`src/rtl/cwc_pkg.sv`:
```
package cwc_pkg;
  typedef enum logic [1:0] {
    ST_RUN  = 2'd0,
    ST_HALT = 2'd1,
    ST_WARM = 2'd2
  } cwc_state_e;
endpackage

```
`src/rtl/cwc_startup_timer.sv`:
```
module cwc_startup_timer #(
  parameter int START_CNT = 1024,
  parameter int CNT_W     = $clog2(START_CNT + 1)
) (
  input  logic clk,
  input  logic rst,
  input  logic load,
  input  logic tick,
  output logic last
);
  logic [CNT_W-1:0] cnt_q;

  always_ff @(posedge clk) begin
    if (rst)
      cnt_q <= '0;
    else if (load)
      cnt_q <= CNT_W'(START_CNT);
    else if (tick && cnt_q != '0)
      cnt_q <= cnt_q - CNT_W'(1);
  end

  assign last = (cnt_q == CNT_W'(1));
endmodule

```
`src/rtl/cwc_ctrl_fsm.sv`:
```
module cwc_ctrl_fsm
  import cwc_pkg::*;
(
  input  logic clk,
  input  logic rst,
  input  logic halt_req,
  input  logic irq_pend,
  input  logic tmr_last,
  output logic tmr_load,
  output logic tmr_tick,
  output logic wake_now,
  output logic bclk_en_q,
  output logic wake_q
);
  cwc_state_e state_q, state_d;

  always_comb begin
    state_d  = state_q;
    tmr_load = 1'b0;
    tmr_tick = 1'b0;
    wake_now = 1'b0;
    case (state_q)
      ST_RUN:  if (halt_req) state_d = ST_HALT;
      ST_HALT: if (irq_pend) begin
                 state_d  = ST_WARM;
                 tmr_load = 1'b1;
               end
      ST_WARM: begin
                 tmr_tick = 1'b1;
                 if (tmr_last) begin
                   state_d  = ST_RUN;
                   wake_now = 1'b1;
                 end
               end
      default: state_d = ST_RUN;
    endcase
  end

  always_ff @(posedge clk) begin
    if (rst) begin
      state_q   <= ST_RUN;
      bclk_en_q <= 1'b1;
      wake_q    <= 1'b0;
    end else begin
      state_q   <= state_d;
      bclk_en_q <= (state_d == ST_RUN);
      wake_q    <= wake_now;
    end
  end
endmodule

```
`src/rtl/cwc_div_reg.sv`:
```
module cwc_div_reg #(
  parameter int DIV_W     = 3,
  parameter int DIV8_CODE = 3
) (
  input  logic             clk,
  input  logic             rst,
  input  logic             wr_en,
  input  logic [DIV_W-1:0] wr_val,
  input  logic             wake,
  input  logic             src_sub,
  output logic [DIV_W-1:0] div_q
);
  localparam logic [DIV_W-1:0] SLOW_CODE = DIV_W'(DIV8_CODE);

  always_ff @(posedge clk) begin
    if (rst)
      div_q <= SLOW_CODE;
    else if (wake && !src_sub)
      div_q <= SLOW_CODE;
    else if (wr_en)
      div_q <= wr_val;
  end
endmodule

```
`src/rtl/clk_wake_ctrl.sv`:
```
module clk_wake_ctrl #(
  parameter int START_CNT = 1024,
  parameter int DIV_W     = 3,
  parameter int DIV8_CODE = 3
) (
  input  logic             clk,
  input  logic             rst,
  input  logic             reg_we,
  input  logic             reg_sel,
  input  logic [DIV_W-1:0] reg_wdata,
  input  logic             irq_pend,
  input  logic             src_sub,
  output logic             bclk_en,
  output logic [DIV_W-1:0] div_act,
  output logic             wake_done
);
  localparam int CNT_W = $clog2(START_CNT + 1);

  logic halt_req, div_wr;
  logic tmr_load, tmr_tick, tmr_last, wake_now;

  // Register writes only land while the bus clock is running.
  assign halt_req = bclk_en && reg_we && !reg_sel && reg_wdata[0];
  assign div_wr   = bclk_en && reg_we && reg_sel;

  cwc_ctrl_fsm u_fsm (
    .clk       (clk),
    .rst       (rst),
    .halt_req  (halt_req),
    .irq_pend  (irq_pend),
    .tmr_last  (tmr_last),
    .tmr_load  (tmr_load),
    .tmr_tick  (tmr_tick),
    .wake_now  (wake_now),
    .bclk_en_q (bclk_en),
    .wake_q    (wake_done)
  );

  cwc_startup_timer #(.START_CNT(START_CNT), .CNT_W(CNT_W)) u_tmr (
    .clk  (clk),
    .rst  (rst),
    .load (tmr_load),
    .tick (tmr_tick),
    .last (tmr_last)
  );

  cwc_div_reg #(.DIV_W(DIV_W), .DIV8_CODE(DIV8_CODE)) u_div (
    .clk     (clk),
    .rst     (rst),
    .wr_en   (div_wr),
    .wr_val  (reg_wdata),
    .wake    (wake_now),
    .src_sub (src_sub),
    .div_q   (div_act)
  );
endmodule

```
`config.mk`:
```
export PLATFORM = sky130hd
export DESIGN_NAME = clk_wake_ctrl
export DESIGN_NICKNAME = d
export VERILOG_FILES = /design/src/rtl/cwc_pkg.sv /design/src/rtl/cwc_startup_timer.sv /design/src/rtl/cwc_ctrl_fsm.sv /design/src/rtl/cwc_div_reg.sv /design/src/rtl/clk_wake_ctrl.sv
export SDC_FILE = /design/constraint.sdc
export NUM_CORES = 1
export LEC_CHECK = 0
export CORE_UTILIZATION = 51
export DETAILED_ROUTE_END_ITERATION = 8
export PLACE_DENSITY = 0.76
export SLEW_MARGIN = 30
export SYNTH_ARGS = -nofsm -noshare
export SYNTH_HDL_FRONTEND = slang
export SYNTH_SLANG_ARGS = --single-unit
```
`constraint.sdc`:
```
create_clock -name clk -period 2.5 [get_ports clk]
set_clock_uncertainty 0.2 [all_clocks]
set_input_delay 0.375 -clock clk [delete_from_list [all_inputs] [get_ports clk]]
set_output_delay 0.375 -clock clk [all_outputs]
set_load 0.01 [all_outputs]
```
==> impl_metrics.csv, run 1 <==
group,metric,value,unit
run_status,status,"complete, no violations",
global_route,grt_pass1_vias,694,
critical_path,r2r_start,"u_tmr.cnt_q[0]",
sta,rsz0062_at_grt,"no",
sta,finalCritPeriodShare,0.907,
hold_path,worstHoldPathType,"flop to flop",
synthesis,ys_warn_count,0,
clock_network,htree_levels,1,
synthesis,synth_top_area_frac,0.398,
sta,fmax,441,MHz
synthesis,synth_area_leaders,"dfxtp_1 (40%), a21oi_1 (4.4%), ha_1 (4.1%)",
sta,worst_pin_slew,592,ps
synthesis,synth_edf_count,0,
clock_network,cts_root_buffer,"clkbuf_4",
critical_path,slowest_stage,"or4b_2",
critical_path,required,2550,ps
synthesis,async_flop_share,0,
critical_path,cpPeakStageDelay,600,ps
final_layout,fillers,140,
synthesis,yosysUniqueCellTypes,36,
sta,fin_setup_tns,0,ps
routing,vias,815,
global_route,overflow,0,
die,die_h,44.1,um
die,die_w,44.1,um
critical_path,worstPathMaxFanout,9,
clock_network,cts_hold_buffers,0,
sta,report.final.slew_viol_count,0,
power_and_ir_drop,p_per_area,492,mW/mm2
die,core-area,0.00158,mm2
critical_path,worst-path-buf-inv,1,
placement,dpl_cell_area,0.00104,mm2
clock_network,postCtsSetupRepairBufs,0,
routing,dr.pass1.iters,6,
die,start_util,0.575,
die,rows,14,
final_layout,drive_gt1_frac,0.102,
sta,relSlewSlack,0.601,
critical_path,cpLargestDelayFamily,"compound AO/OA/AOI/OAI gates",
placement,gp_congestion,0.793,
final_layout,multiInputGateArea,489,um2
routing,post_drt_wl_per_cell,13.8,um
routing,drt_iter0_drc,26,
final_layout,antennaDiodeCount,0,
routing,ant_nets,0,
synthesis,syn_area,906,um2
synthesis,synthesis.area_per_instance,8.71,um2
critical_path,path_cells,"inv_1, ha_1, or4b_2, o31a_1, a311oi_1, a41o_1",
clock_network,cts_buffer_depth,2,
routing,via_per_inst,6.08,
final_layout,regArea,360,um2
critical_path,end_kind,"flop",
routing,drc,0,
final_layout,fin_nets,131,
global_route,grt_util_all_layers,0.216,
sta,hold_viol,0,
synthesis,synth-seq-area-share,0.398,
synthesis,synth_flop_cell,"dfxtp_1",
clock_network,cts_tree,"built",
critical_path,crit_start,"u_tmr.cnt_q[0]",
critical_path,crit_arrival,2320,ps
flow_run,cap_violations,0,
die,die_area,0.00195,mm2
synthesis,synth.largest_area_cell,"dfxtp_1",
global_route,grt_max_degree,13,
sta,min_period,2270,ps
final_layout,finalInstanceArea,0.00107,mm2
placement,port_buffers,13,
clock_network,clkTransAtPathRegs,100,ps
global_route,grt_pass1_wl,3130,um
critical_path,cp-start-kind,"flop",
synthesis,ys_ff_latch,18,
clock_network,cts_resized,0,
clock_network,cts_num_sinks,18,
clock_network,clk-insertion-delay-late,300,ps
final_layout,area_growth,18.5,%
hold_path,hp-start,"u_div.div_q[0]",
synthesis,synth_cells,104,
global_route,antenna_found_initial,0,
sta,final-setup-viol-count,0,
die,num_io_pins,14,
clock_network,numCtsBuffers,3,
routing,drt-total-wl,1850,um
synthesis,synth_nets,116,
power_and_ir_drop,peakVddDrop,0.381,mV
placement,dp_hpwl,1340,um
power_and_ir_drop,power.leakage,0.435,nW
critical_path,path_class,"flop to flop",
-- kinds of logic (layout without fill, tap and decap cells) --
| logic type | Yosys count | after routing | synth area share |
|---|---|---|---|
| XOR/XNOR | 1 | 1 | 0.00967 |
| AO/OA/AOI/OAI | 26 | 26 | 0.184 |
| AND/OR/NAND/NOR | 41 | 41 | 0.272 |
| buffers and inverters | 12 | 26 | 0.0622 |
| adder cells (fa/ha/maj) | 3 | 3 | 0.0414 |
| multiplexers | 3 | 3 | 0.0332 |
| flip-flops | 18 | 18 | 0.398 |
-- worst min-delay path, stage by stage, from the launching register on --
cell,delay [ps]
dfxtp_1,340
mux2i_1,70
nand2_1,60
-- final timing paths --
| check | depth (start not counted) | slack [ps] | endpoint |
|---|---|---|---|
| max | 6 | 230 | u_tmr.cnt_q[4] |
| min | 2 | 290 | u_div.div_q[0] |
| max reg2reg | 6 | 230 | u_tmr.cnt_q[4] |
| min reg2reg | 2 | 290 | u_div.div_q[0] |
-- power by group --
part | internal [W] | leakage, nW | switching [W]
combinational | 0.0000282 | 0.268 | 0.0000207
sequential | 0.000292 | 0.146 | 0.00000396
clock | 0.0000889 | 0.0210 | 0.0000938
total | 0.000409 | 0.435 | 0.000118
-- registers in the layout, indices dropped and copies added, names as in the netlist --
register and cells:
u_div.div_q 3, u_fsm.state_q 2, u_tmr.cnt_q 11, u_fsm.bclk_en_q 1, u_fsm.wake_q 1
-- stage by stage --
step,cells,total power [W],hold slack [ps],setup slack [ps],util
floorplan,104,0.000326,244,378,-
global placement,130,0.000350,256,326,0.658
detailed placement,130,0.000352,268,271,0.658
CTS,134,0.000533,295,234,0.681
global route,134,0.000548,306,69.9,0.681
finish,134,0.000528,285,232,0.681
-- placed cells by master (no fill, tap or decap), drive strengths merged, types with 4 or more instances in the layout --
| master | instances |
|---|---|
| dfxtp | 18 |
| clkdlybuf4s50 | 13 |
| inv | 8 |
| nor2 | 8 |
| a21oi | 8 |
| o21ai | 6 |
| nand2 | 5 |
| clkbuf | 4 |
| or3 | 4 |
-- Yosys cell counts, drive strengths merged, types with 2 or more instances --
library cell  count
a21o              2
a21oi             8
buf               4
dfxtp            18
ha                3
inv               8
mux2i             3
nand2             5
nand3             3
nand4             2
nand4b            3
nor2              8
nor3              2
nor4              2
o21ai             6
o31a              2
o31ai             3
or2               2
or3               4
or4               3
-- final cells by class --
cell class	instances	area share
timing repair buffer	14	0.128
tap	16	0.0186
clock buffer	4	0.0338
sequential	18	0.336
multi-input combinational	74	0.456
inverter	8	0.0280
-- routing by layer --
metal  routed length, um  vias up  GRT usage
met1                 893      364      0.306
met3                 103        5     0.0245
li1                    -      415          -
met2                 819       31      0.332
met4                  30        0     0.0909
met5                   0        -          0
(Power assumes the default switching activity.)
==> inputs of run 2 (changes only) <==
CTS_CLUSTER_DIAMETER = 150   (was default)
==> results of run 2 <==
Final layout, timing and power as in run 1 (identical DEF).
